## src/rtl/bpa_pkg.sv

```systemverilog
package bpa_pkg;
  typedef struct packed {
    logic s;
    logic c;
  } ha_t;

  function automatic ha_t half_add(input logic a, input logic b);
    ha_t r;
    r.s = a ^ b;
    r.c = a & b;
    return r;
  endfunction
endpackage

```

## src/rtl/bpa_half_adder.sv

```systemverilog
module bpa_half_adder
  import bpa_pkg::*;
(
  input  logic x_i,
  input  logic y_i,
  output logic s_o,
  output logic c_o
);
  ha_t r;
  assign r   = half_add(x_i, y_i);
  assign s_o = r.s;
  assign c_o = r.c;
endmodule

```

## src/rtl/bpa_bit_cell.sv

```systemverilog
// One bit position: two half-adder rows merged.
module bpa_bit_cell (
  input  logic a_i,
  input  logic b_i,
  input  logic c_i,
  output logic s_o,
  output logic c_o
);
  logic s1, c1, c2;

  bpa_half_adder u_row0 (.x_i(a_i), .y_i(b_i), .s_o(s1),  .c_o(c1));
  bpa_half_adder u_row1 (.x_i(s1),  .y_i(c_i), .s_o(s_o), .c_o(c2));

  assign c_o = c1 | c2;
endmodule

```

## src/rtl/bpa_stage.sv

```systemverilog
// Stage IDX resolves bits [IDX*BPS +: BPS]; keeps only upper operands and lower sums.
module bpa_stage #(
  parameter int unsigned W   = 16,
  parameter int unsigned BPS = 2,
  parameter int unsigned IDX = 0
) (
  input  logic         clk_i,
  input  logic         rst_ni,
  input  logic         v_i,
  input  logic [W-1:0] a_i,
  input  logic [W-1:0] b_i,
  input  logic [W-1:0] s_i,
  input  logic         c_i,
  output logic         v_o,
  output logic [W-1:0] a_o,
  output logic [W-1:0] b_o,
  output logic [W-1:0] s_o,
  output logic         c_o
);
  localparam int unsigned LO = IDX * BPS;
  localparam int unsigned HI = LO + BPS;

  logic [BPS:0]   cy;
  logic [BPS-1:0] sb;
  logic [W-1:0]   a_nxt, b_nxt, s_nxt;

  assign cy[0] = c_i;

  for (genvar j = 0; j < BPS; j++) begin : g_bit
    if (LO + j < W) begin : g_live
      bpa_bit_cell u_cell (
        .a_i(a_i[LO+j]),
        .b_i(b_i[LO+j]),
        .c_i(cy[j]),
        .s_o(sb[j]),
        .c_o(cy[j+1])
      );
    end else begin : g_pad
      assign sb[j]   = 1'b0;
      assign cy[j+1] = cy[j];
    end
  end

  always_comb begin
    a_nxt = '0;
    b_nxt = '0;
    for (int i = 0; i < int'(W); i++) begin
      if (i >= int'(HI)) begin
        a_nxt[i] = a_i[i];
        b_nxt[i] = b_i[i];
      end
    end
  end

  always_comb begin
    s_nxt = s_i;
    for (int j = 0; j < int'(BPS); j++) begin
      if (int'(LO) + j < int'(W)) s_nxt[int'(LO)+j] = sb[j];
    end
  end

  always_ff @(posedge clk_i or negedge rst_ni) begin
    if (!rst_ni) begin
      v_o <= 1'b0;
      a_o <= '0;
      b_o <= '0;
      s_o <= '0;
      c_o <= 1'b0;
    end else begin
      v_o <= v_i;
      if (v_i) begin
        a_o <= a_nxt;
        b_o <= b_nxt;
        s_o <= s_nxt;
        c_o <= cy[BPS];
      end
    end
  end
endmodule

```

## src/rtl/bpa_pipe_adder.sv

```systemverilog
module bpa_pipe_adder #(
  parameter int unsigned WIDTH          = 16,
  parameter int unsigned BITS_PER_STAGE = 2
) (
  input  logic             clk_i,
  input  logic             rst_ni,
  input  logic             valid_i,
  input  logic [WIDTH-1:0] a_i,
  input  logic [WIDTH-1:0] b_i,
  output logic             valid_o,
  output logic [WIDTH-1:0] sum_o,
  output logic             cout_o
);
  localparam int unsigned STAGES  = (WIDTH + BITS_PER_STAGE - 1) / BITS_PER_STAGE;
  localparam int unsigned LATENCY = STAGES;

  logic [WIDTH-1:0] a_q [STAGES+1];
  logic [WIDTH-1:0] b_q [STAGES+1];
  logic [WIDTH-1:0] s_q [STAGES+1];
  logic [STAGES:0]  c_q;
  logic [STAGES:0]  v_q;

  assign a_q[0] = a_i;
  assign b_q[0] = b_i;
  assign s_q[0] = '0;
  assign c_q[0] = 1'b0;
  assign v_q[0] = valid_i;

  for (genvar g = 0; g < STAGES; g++) begin : g_stg
    bpa_stage #(
      .W  (WIDTH),
      .BPS(BITS_PER_STAGE),
      .IDX(g)
    ) u_stg (
      .clk_i (clk_i),
      .rst_ni(rst_ni),
      .v_i   (v_q[g]),
      .a_i   (a_q[g]),
      .b_i   (b_q[g]),
      .s_i   (s_q[g]),
      .c_i   (c_q[g]),
      .v_o   (v_q[g+1]),
      .a_o   (a_q[g+1]),
      .b_o   (b_q[g+1]),
      .s_o   (s_q[g+1]),
      .c_o   (c_q[g+1])
    );
  end

  assign valid_o = v_q[STAGES];
  assign sum_o   = s_q[STAGES];
  assign cout_o  = c_q[STAGES];

  logic unused_tail;
  assign unused_tail = ^{a_q[STAGES], b_q[STAGES], LATENCY[0]};
endmodule

```

## config.mk

```make
export PLATFORM = sky130hd
export DESIGN_NAME = bpa_pipe_adder
export DESIGN_NICKNAME = d
export VERILOG_FILES = /design/src/rtl/bpa_pkg.sv /design/src/rtl/bpa_half_adder.sv /design/src/rtl/bpa_bit_cell.sv /design/src/rtl/bpa_stage.sv /design/src/rtl/bpa_pipe_adder.sv
export SDC_FILE = /design/constraint.sdc
export NUM_CORES = 1
export LEC_CHECK = 0
export BUFFER_PORTS_ARGS = -buffer_cell sky130_fd_sc_hd__buf_2
export CORE_MARGIN = 2
export CORE_UTILIZATION = 25
export DETAILED_ROUTE_END_ITERATION = 10
export PLACE_DENSITY_LB_ADDON = 0.12
export SLEW_MARGIN = 20
export SYNTH_ARGS = -nofsm -noshare
export SYNTH_HDL_FRONTEND = slang
export SYNTH_SLANG_ARGS = --single-unit
```

## constraint.sdc

```tcl
create_clock -name clk_i -period 1.7 [get_ports clk_i]
set_clock_uncertainty 0.1 [all_clocks]
set_input_delay 0.085 -clock clk_i [delete_from_list [all_inputs] [get_ports clk_i]]
set_output_delay 0.085 -clock clk_i [all_outputs]
set_load 0.1 [all_outputs]
```

-- After elaboration in Yosys (flattened, before gate mapping)
Cells that the tools add are included.
- output and inout bits: 18
- input port bits: 35
- logic and storage cells: 115
- bits in registers: 200
- bitwise gates (word level): 77
- operators with widths (cell ; count):
    $and 1x1->1 ; 31
    $xor 1x1->1 ; 31
    $or 1x1->1 ; 15

-- Longest topological paths before layout
Gate-level depths: netlist (run 1).
- depth after elaboration: 5
- mapped depth: 4
- mapped depth without buffers: 4

-- Modules after synthesis
Synthesis (run 1) repeated with hierarchy kept, for this count alone.
- cells, all modules: 733
- area total of the unflattened synthesis: 12022.8 sq um
- by module, submodules not included (module ; area each (sq um) ; seq. area each (sq um) ; cells an instance ; times used):
    bpa_stage at g_stg[0].u_stg ; 1933.1 ; 1151.1 ; 101 ; 1
    bpa_stage at g_stg[1].u_stg ; 1818.0 ; 1051.0 ; 97 ; 1
    bpa_stage at g_stg[2].u_stg ; 1645.3 ; 950.9 ; 92 ; 1
    bpa_stage at g_stg[3].u_stg ; 1530.2 ; 850.8 ; 88 ; 1
    bpa_stage at g_stg[4].u_stg ; 1296.2 ; 750.7 ; 83 ; 1
    bpa_stage at g_stg[5].u_stg ; 1242.4 ; 650.6 ; 79 ; 1
    bpa_stage at g_stg[6].u_stg ; 1098.6 ; 550.5 ; 74 ; 1
    bpa_stage at g_stg[7].u_stg ; 954.7 ; 450.4 ; 70 ; 1
    bpa_half_adder ; 12.5 ; 0.0 ; 1 ; 32
    bpa_bit_cell ; 6.3 ; 0.0 ; 1 ; 16
    bpa_pipe_adder ; 3.8 ; 0.0 ; 1 ; 1

-- Worst setup path before layout (run 1)
OpenSTA, ideal clock, no wires.
- path type: flip-flop to flip-flop
- start: register g_stg[6].u_stg.c_o
- end: register g_stg[7].u_stg.s_o[15]
- library setup time: 0.124 ns
- buffers on the path: 0
- cell stages (with the launch flop): 5
- required time: 1.476 ns
- setup slack: 0.076 ns
- arrival time: 1.399 ns
- clock period less this slack: 1.624 ns
- cell sequence: dfrtp_1 > inv_1 > fa_1 > fa_1 > mux2i_1
- word-level cells in the longest chain between the ends: 3
- RTL lines (item ; line ; source):
    from (decl) ; bpa_stage.sv:18 ; output logic c_o
    from (signal assigned) ; bpa_stage.sv:75 ; c_o <= cy[BPS];
    $and 1x1->1 ; bpa_pkg.sv:10 ; r.c = a & b;
    $or 1x1->1 ; bpa_bit_cell.sv:14 ; assign c_o = c1 | c2;
    $xor 1x1->1 ; bpa_pkg.sv:9 ; r.s = a ^ b;
    to (signal assigned) ; bpa_stage.sv:74 ; s_o <= s_nxt;
    to (decl) ; bpa_stage.sv:17 ; output logic [W-1:0] s_o,
Every way passes these cells.
A chain may end at the register's enable or synchronous reset.

-- Worst setup path after layout (run 1)
- start: register g_stg[2].u_stg.c_o
- end: register g_stg[3].u_stg.s_o[7]
- word-level cells in the longest chain between the ends: 3
- RTL lines (item ; line):
    from (decl) ; bpa_stage.sv:18
    from (signal assigned) ; bpa_stage.sv:75
    $and 1x1->1 ; bpa_pkg.sv:10
    $or 1x1->1 ; bpa_bit_cell.sv:14
    $xor 1x1->1 ; bpa_pkg.sv:9
    to (signal assigned) ; bpa_stage.sv:74
    to (decl) ; bpa_stage.sv:17
Every way passes these cells.

==> results of run 1 <==
==> per-layer routing <==
metal	up-vias	global-route usage (%)	wire, um
met5	-	0	0
met4	0	2.98	150
met3	9	2.11	343
met2	43	12.6	5530
met1	1940	12.1	6930
li1	1947	-	-
==> critical path, cell delays in order (launching register included) <==
cell,delay [ns]
dfrtp_1,0.35
inv_1,0.07
fa_2,0.39
fa_1,0.54
a21oi_1,0.06
==> final cells by class <==
cell class,count,area [sq um]
multi-input cells,253,2710
repair buffers,110,890
clock inverters,13,156
clock buffers,19,443
flip-flops and latches,200,5000
fillers,3162,21900
well taps,435,544
inverters,40,150
==> worst max path at each step <==
| stage | from | endpoint | slack, ns | depth (start not counted) |
|---|---|---|---|---|
| after floorplan | g_stg[6].u_stg.c_o | g_stg[7].u_stg.s_o[15] | 0.08 | 4 |
| after global placement | g_stg[3].u_stg.c_o | g_stg[4].u_stg.s_o[9] | 0.04 | 4 |
| after detailed placement | g_stg[2].u_stg.c_o | g_stg[3].u_stg.s_o[7] | 0.006 | 4 |
| after CTS | g_stg[5].u_stg.c_o | g_stg[6].u_stg.s_o[13] | 0.004 | 4 |
| after global routing | g_stg[1].u_stg.c_o | g_stg[2].u_stg.s_o[5] | 0.007 | 4 |
| final | g_stg[2].u_stg.c_o | g_stg[3].u_stg.s_o[7] | 0.07 | 4 |
==> sequential cells by signal (all words and copies together), names as in the netlist <==
register / flops
g_stg.u_stg.s_o: 72
g_stg.u_stg.a_o: 56
g_stg.u_stg.b_o: 56
g_stg.u_stg.c_o: 8
g_stg.u_stg.v_o: 8
==> kinds of logic after synthesis <==
family	share of synthesized area [%]
flip-flops	61.7
multiplexers	24.4
buffers and inverters	5.26
AO/OA/AOI/OAI	2.77
AND/OR/NAND/NOR	2.08
adder cells (fa/ha/maj)	3.85
==> power by group <==
part	total (W)	internal [W]	switching [W]
combinational	0.00403	0.00160	0.00242
clock	0.00412	0.00226	0.00185
sequential	0.00671	0.00602	0.000689
total	0.0149	0.00989	0.00497
==> cells in the final DEF (no fill, tap or decap), types with 2 or more instances in the layout <==
cell type and n:
dfrtp_1 200, mux2_4 88, mux2_2 54, buf_2 51, inv_1 40, dlygate4sd3_1 34
nand2_1 29, o21ai_0 29, clkbuf_16 17, nor2_1 16, buf_4 16, a21oi_1 15
fa_1 9, buf_12 8, inv_6 7, fa_2 6, mux2i_1 5, bufinv_16 2
inv_8 2, clkbuf_8 2
==> what timing repair did <==
item,4_1_cts,5_1_grt
gates resized for setup,2,5
pin swaps,0,1
setup buffers,0,1
endpoints found under the hold margin,228,0
endpoints found under the setup margin,2,6
hold buffers,34,0
==> metrics by stage <==
step	area (sq um)	instances	worst slack (ns)
finish	9890	1070	0.0684
global route	9890	1070	0.00687
CTS	9870	1069	0.00364
detailed placement	8930	1003	0.00639
global placement	8930	1003	0.0376
floorplan	8120	520	0.0761
==> results.sh, run 1 <==
export IMPL_num_vias=3939
export IMPL_setup_violations=0
export IMPL_power_total_w=0.0149
export IMPL_powerDensity_mw_per_mm2=1500
export IMPL_hold_violations=0
export IMPL_worstMarginPinSlew_ns=0.540
export IMPL_overflow=0
export IMPL_yosysWarningCount=0
export IMPL_die_h_um=184
export IMPL_drt_wl_total_um=13000
export IMPL_peakVddDrop_mv=0.661
export IMPL_post_drt_wl_per_cell_um=12.1
export IMPL_maxCapViolCount=0
export IMPL_rsz0062_at_grt="no"
export IMPL_critPathKind="register to register"
export IMPL_reg2reg_depth=4
export IMPL_r2r_end="g_stg[3].u_stg.s_o[7]"
export IMPL_n_antenna_cell=0
export IMPL_tritoncts_num_buffers=17
export IMPL_setup_tns_ns=0
export IMPL_syn_cell_area_sq_mm=0.00812
export IMPL_gp_congestion=0.666
export IMPL_worstPathRequired_ns=1.90
export IMPL_whs_ns=0.0900
export IMPL_drtIter0Drc=136
export IMPL_p_leak_nw=4.53
export IMPL_h_tree_depth=4
export IMPL_synthFlopType="dfrtp_1"
export IMPL_syn_avg_cell_area_sq_um=15.6
export IMPL_cts_sinks=200
export IMPL_crit_path_start_kind="register"
export IMPL_period_share_pct=96.0
export IMPL_syn_nets=571
export IMPL_clock_latency_ns=0.43
export IMPL_dieWidth_um=184
export IMPL_fmax_mhz=613
export IMPL_ant_nets=0
export IMPL_drc=0
export IMPL_crit_fanout=2
export IMPL_min_path_type="primary input to async pin"
export IMPL_status="completed"
export IMPL_synth_most_common_cell="dfrtp_1"
export IMPL_synthArstFlopShare_pct=100
export IMPL_dr_pass1_iters=4
export IMPL_layout_min_cycle_time_ns=1.63
export IMPL_grt_pass1_wl_um=22900
export IMPL_slew_violations=0
export IMPL_synth_largest_area_cell="dfrtp_1"
export IMPL_dpl_hpwl_um=9030
export IMPL_path_clk_slew_ns=0.08
export IMPL_nets=673
export IMPL_worstPathArrival_ns=1.83
export IMPL_ys_types=15
export IMPL_die_area_sq_mm=0.0339
export IMPL_end_kind="register"
export IMPL_cts_tree="built"
export IMPL_port_buffers=52
export IMPL_antenna_found_initial=0
export IMPL_synth_area_top_cells="dfrtp_1 62%, mux2_4 16%, mux2_2 7.5%"
export IMPL_rows=65
export IMPL_grt_max_degree=60
export IMPL_ys_ff_latch=200
export IMPL_coreArea_sq_mm=0.0318
export IMPL_grt_pass1_vias=4310
export IMPL_synthCells=520
export IMPL_drt_vias_per_instance=3.68
export IMPL_cts_path_max_buffers=2
export IMPL_grt_use_total_pct=8.51
export IMPL_num_io_pins=53
export IMPL_seq_area_frac_synth_pct=61.7
export IMPL_synth_edf_count=0
export IMPL_area_delta_synth_final_pct=21.9
export IMPL_final_core_util_pct=31.1
export IMPL_synth_common_cells="200 x dfrtp_1, 88 x mux2_4, 54 x mux2_2"
export IMPL_reg2reg_slack_ns=0.07
export IMPL_slew_headroom_pct=64.0
export IMPL_synth_top_area_share_pct=61.7
export IMPL_r2r_start="g_stg[2].u_stg.c_o"
export IMPL_initial_core_util_pct=25.5
export IMPL_clockRootBuffer="clkbuf_16"
export IMPL_drive_above_1_share_pct=40.3
(Power assumes the default switching activity.)
==> run 2, diff against run 1 <==
--- a/config.mk
+++ b/config.mk
@@ -10,6 +10,7 @@
 export CORE_UTILIZATION = 25
 export DETAILED_ROUTE_END_ITERATION = 10
 export PLACE_DENSITY_LB_ADDON = 0.12
+export RECOVER_POWER = 50
 export SLEW_MARGIN = 20
 export SYNTH_ARGS = -nofsm -noshare
 export SYNTH_HDL_FRONTEND = slang
==> run 2 against run 1 <==
First-iteration DRC count increased by 5.1%. Final area decreased by 0.91%. Power decreased by 0.16%. Register-to-register slack about the same. Wire length increased by 0.22%. Setup slack improved by 0.00053 ns. Largest cell class unchanged. Die area unchanged. Worst hold slack improved by 0.0052 ns. Critical path type unchanged. Sequential power about the same. Final cell count unchanged. Clock power about the same. Sequential share of layout area increased by 0.46 points.
==> results.sh, run 2 (synthesis gave the netlist of run 1 again) <==
export IMPL_status="completed"
export IMPL_post_drt_wl_per_cell_um=12.1
export IMPL_whs_ns=0.0953
export IMPL_largest_register="g_stg.u_stg.s_o"
export IMPL_worstPathRequired_ns=1.90
export IMPL_final_core_util_pct=30.8
export IMPL_powerDensity_mw_per_mm2=1510
export IMPL_p_leak_nw=4.48
export IMPL_nets=673
export IMPL_dieWidth_um=184
export IMPL_drt_wl_total_um=13000
export IMPL_rsz0062_at_grt="no"
export IMPL_layout_min_cycle_time_ns=1.63
export IMPL_end_kind="register"
export IMPL_die_h_um=184
export IMPL_cts_path_max_buffers=2
export IMPL_largest_reg_flops=72
export IMPL_critPathKind="register to register"
export IMPL_setup_tns_ns=0
export IMPL_overflow=0
export IMPL_dpl_hpwl_um=9030
export IMPL_path_clk_slew_ns=0.08
export IMPL_num_io_pins=53
export IMPL_drt_vias_per_instance=3.69
export IMPL_cpMaxStageDelayCell="fa_1"
export IMPL_ant_nets=0
export IMPL_dpl_cell_area_sq_mm=0.00893
export IMPL_final_common_cell="dfrtp_1"
export IMPL_grt_max_degree=60
export IMPL_h_tree_depth=4
export IMPL_layout_common_cells="200 x dfrtp_1, 88 x mux2_4, 54 x mux2_2"
export IMPL_cts_sinks=200
export IMPL_min_path_type="primary input to register"
export IMPL_clock_latency_ns=0.43
export IMPL_cts_tree="built"
export IMPL_num_vias=3951
export IMPL_drive_above_1_share_pct=39.2
export IMPL_slew_violations=0
export IMPL_peakVddDrop_mv=0.666
export IMPL_crit_fanout=2
export IMPL_cpPeakStageDelay_ns=0.54
export IMPL_period_share_pct=95.9
export IMPL_grt_use_total_pct=8.51
export IMPL_crit_path_cell_trace="inv_1 -> fa_2 -> fa_1 -> a21oi_1"
export IMPL_initial_core_util_pct=25.5
export IMPL_die_area_sq_mm=0.0339
export IMPL_maxCapViolCount=0
export IMPL_worstPathArrival_ns=1.83
export IMPL_rows=65
export IMPL_reg_top3="g_stg.u_stg.s_o x72, g_stg.u_stg.a_o x56, g_stg.u_stg.b_o x56"
export IMPL_setup_violations=0
export IMPL_grt_pass1_wl_um=22900
export IMPL_n_antenna_cell=0
export IMPL_antenna_found_initial=0
export IMPL_tritoncts_num_buffers=17
export IMPL_finish_instance_area_sq_mm=0.00980
export IMPL_slew_headroom_pct=43.6
export IMPL_drtIter0Drc=143
export IMPL_area_delta_synth_final_pct=20.8
export IMPL_worstMarginPinSlew_ns=0.846
export IMPL_crit_path_start_kind="register"
export IMPL_port_buffers=52
export IMPL_gp_congestion=0.666
export IMPL_dr_pass1_iters=4
export IMPL_hold_violations=0
export IMPL_coreArea_sq_mm=0.0318
export IMPL_fmax_mhz=613
export IMPL_clockRootBuffer="clkbuf_16"
export IMPL_grt_pass1_vias=4310
export IMPL_drc=0
-- run 2: power breakdown --
group | internal (W) | total (W) | switching (W)
logic | 0.00158 | 0.00400 | 0.00242
clock network | 0.00226 | 0.00412 | 0.00186
registers | 0.00602 | 0.00671 | 0.000689
total | 0.00986 | 0.0148 | 0.00497
-- run 2: what timing repair did --
item,CTS,global route
pin swaps,0,1
setup buffers,0,1
setup endpoints to repair,2,6
hold buffers,34,0
hold endpoints to repair,228,0
gates cloned,0,0
resized for setup,2,5
-- run 2: layout make-up --
| cell class | instances | area, sq um |
|---|---|---|
| Inverter | 40 | 150 |
| Tap cell | 435 | 544 |
| Sequential cell | 200 | 5000 |
| Clock inverter | 13 | 156 |
| Clock buffer | 19 | 443 |
| Timing Repair Buffer | 110 | 800 |
| Fill cell | 3181 | 22000 |
| Multi-Input combinational cell | 253 | 2710 |
-- run 2: stage by stage --
step	std cells	worst slack, ns	power [W]
4_1_cts	1069	0.00364	0.0151
5_1_grt	1070	0.00686	0.0157
6_report	1070	0.0689	0.0148
3_5_place_dp	1003	0.00639	0.0108
2_1_floorplan	520	0.0761	0.00989
3_3_place_gp	1003	0.0376	0.0107
-- run 2: worst max-delay path, delay by kind of cell, from the launching register on --
family,cells,cell delay (ns)
flops,1,0.35
fa+ha+maj,2,0.93
buf+inv,1,0.07
compound gates,1,0.06
-- run 2: path summary, 6_finish.rpt --
kind,start,endpoint,slack (ns),depth (start not counted)
max,g_stg[2].u_stg.c_o,g_stg[3].u_stg.s_o[7],0.07,4
min,b_i[0],g_stg[0].u_stg.c_o,0.1,5
max reg2reg,g_stg[2].u_stg.c_o,g_stg[3].u_stg.s_o[7],0.07,4
min reg2reg,g_stg[2].u_stg.b_o[8],g_stg[3].u_stg.b_o[8],0.39,2
max in group asynchronous,rst_ni,g_stg[6].u_stg.s_o[0],0.29,3
min in group asynchronous,rst_ni,g_stg[0].u_stg.a_o[3],0.21,2
-- run 2: routing by layer --
layer	GRT usage (%)	vias up	wire length (um)
met5	0	-	0
met4	2.98	0	182
met3	2.11	10	352
met2	12.6	44	5520
met1	12.1	1948	6930
li1	-	1949	-
==> run 3, diff against run 2 <==
--- a/config.mk
+++ b/config.mk
@@ -10,7 +10,7 @@
 export CORE_UTILIZATION = 25
 export DETAILED_ROUTE_END_ITERATION = 10
 export PLACE_DENSITY_LB_ADDON = 0.12
-export RECOVER_POWER = 50
+export RECOVER_POWER = 25
 export SLEW_MARGIN = 20
 export SYNTH_ARGS = -nofsm -noshare
 export SYNTH_HDL_FRONTEND = slang
==> run 3 against run 2 <==
Combinational power about the same. Final area grew 0.41%. Wire length shrank 0.15%. Via count fell by 0.46%. Worst hold slack better by 0.0018 ns. Global-route usage unchanged. Clock power hardly changed. Sequential cell count stayed put. Maximum frequency hardly changed. Non-clock buffer count did not move. Sequential share of layout area decreased by 0.21 points.
==> results.sh, run 3 (synthesis gave the netlist of run 1 again) <==
export IMPL_status="completed"
export IMPL_gp_congestion=0.666
export IMPL_num_vias=3933
export IMPL_rsz0062_at_grt="no"
export IMPL_post_drt_wl_per_cell_um=12.1
export IMPL_final_common_cell="dfrtp_1"
export IMPL_coreArea_sq_mm=0.0318
export IMPL_worstPathArrival_ns=1.83
export IMPL_die_h_um=184
export IMPL_dr_pass1_iters=4
export IMPL_port_buffers=52
export IMPL_area_delta_synth_final_pct=21.3
export IMPL_clock_latency_ns=0.43
export IMPL_cts_sinks=200
export IMPL_top_layer_used="met4"
export IMPL_crit_path_start_kind="register"
export IMPL_clockRootBuffer="clkbuf_16"
export IMPL_tritoncts_num_buffers=17
export IMPL_place_inst=1003
export IMPL_grt_pass1_vias=4310
export IMPL_critPathKind="register to register"
export IMPL_ant_nets=0
export IMPL_end_kind="register"
export IMPL_h_tree_depth=4
export IMPL_rows=65
export IMPL_num_io_pins=53
export IMPL_fmax_mhz=613
export IMPL_powerDensity_mw_per_mm2=1510
export IMPL_grt_pass1_wl_um=22900
export IMPL_maxCapViolCount=0
export IMPL_crit_fanout=2
export IMPL_reg_top3="g_stg.u_stg.s_o x72, g_stg.u_stg.a_o x56, g_stg.u_stg.b_o x56"
export IMPL_reg2reg_depth=4
export IMPL_worstMarginPinSlew_ns=0.892
export IMPL_setup_tns_ns=0
export IMPL_period_share_pct=95.9
export IMPL_drt_wl_total_um=13000
export IMPL_cts_path_max_buffers=2
export IMPL_p_leak_nw=4.51
export IMPL_drc=0
export IMPL_final_cells=1070
export IMPL_n_antenna_cell=0
export IMPL_drive_above_1_share_pct=39.8
export IMPL_initial_core_util_pct=25.5
export IMPL_peakVddDrop_mv=0.662
export IMPL_drt_vias_per_instance=3.68
export IMPL_overflow=0
export IMPL_antenna_found_initial=0
export IMPL_grt_max_degree=60
export IMPL_met1_length_um=6940
export IMPL_min_path_type="primary input to register"
export IMPL_dieWidth_um=184
export IMPL_path_clk_slew_ns=0.08
export IMPL_met2_length_um=5530
export IMPL_dpl_hpwl_um=9030
export IMPL_largest_register="g_stg.u_stg.s_o"
export IMPL_die_area_sq_mm=0.0339
export IMPL_met3WireLength_um=343
export IMPL_layout_common_cells="200 x dfrtp_1, 88 x mux2_4, 54 x mux2_2"
export IMPL_hold_violations=0
export IMPL_worstPathRequired_ns=1.90
export IMPL_layout_min_cycle_time_ns=1.63
export IMPL_holdPathStages=5
export IMPL_largest_reg_flops=72
export IMPL_drtIter0Drc=131
export IMPL_nets=673
export IMPL_slew_violations=0
export IMPL_setup_violations=0
export IMPL_cts_tree="built"
export IMPL_grt_use_total_pct=8.51
export IMPL_slew_headroom_pct=40.5
==> run 3: cell types whose count changed in the layout (fill, tap and decap cells not counted), sizes merged <==
cell	change
clkbuf	-6
buf	+6
==> run 3: cell type report <==
cell class | instances | area, sq um
clock buffer | 19 | 443
tap | 435 | 544
fill | 3174 | 22000
clock inverter | 13 | 156
inverter | 40 | 150
multi-input combinational | 253 | 2710
timing repair buffer | 110 | 840
sequential | 200 | 5000
==> run 3: final timing paths <==
kind / slack, ns / startpoint / end
max: 0.07 / g_stg[2].u_stg.c_o / g_stg[3].u_stg.s_o[7]
max in group asynchronous: 0.31 / rst_ni / g_stg[1].u_stg.a_o[13]
min reg2reg: 0.39 / g_stg[2].u_stg.b_o[8] / g_stg[3].u_stg.b_o[8]
max reg2reg: 0.07 / g_stg[2].u_stg.c_o / g_stg[3].u_stg.s_o[7]
min: 0.1 / b_i[0] / g_stg[0].u_stg.c_o
min in group asynchronous: 0.23 / rst_ni / g_stg[0].u_stg.a_o[3]
==> run 3: layer usage <==
metal / up-vias / global-route usage, %
li1: 1948 / -
met1: 1933 / 12.1
met2: 43 / 12.6
met3: 9 / 2.11
met4: 0 / 2.98
met5: - / 0
==> run 3: per-stage QoR <==
stage | instance area [sq um] | hold slack [ns] | total power [W] | utilization [%] | setup WS [ns]
floorplan | 8120 | -0.311 | 0.00989 | - | 0.0761
global placement | 8930 | 0.0196 | 0.0107 | 28.1 | 0.0376
detailed placement | 8930 | 0.0154 | 0.0108 | 28.1 | 0.00639
CTS | 9870 | 0.0876 | 0.0151 | 31.0 | 0.00364
global route | 9840 | 0.115 | 0.0157 | 31.0 | 0.00686
finish | 9840 | 0.0970 | 0.0148 | 31.0 | 0.0689
==> run 3: report_power, final <==
group          internal [W]  switching (W)  total [W]
logic               0.00159        0.00242    0.00401
clock network       0.00226        0.00186    0.00412
registers           0.00602       0.000689    0.00671
==> run 3: critical path, cell delays in order, from the launching register on <==
cell and delay [ns]:
dfrtp_1 0.35, inv_1 0.07, fa_2 0.39, fa_1 0.54
a21oi_1 0.06
==> run 3: timing repair <==
| action | CTS | global route |
|---|---|---|
| pin swaps | 0 | 1 |
| hold buffers | 34 | 0 |
| buffers inserted | 0 | 1 |
| hold endpoints to repair | 228 | 0 |
| setup endpoints to repair | 2 | 6 |
| gates resized for setup | 2 | 5 |
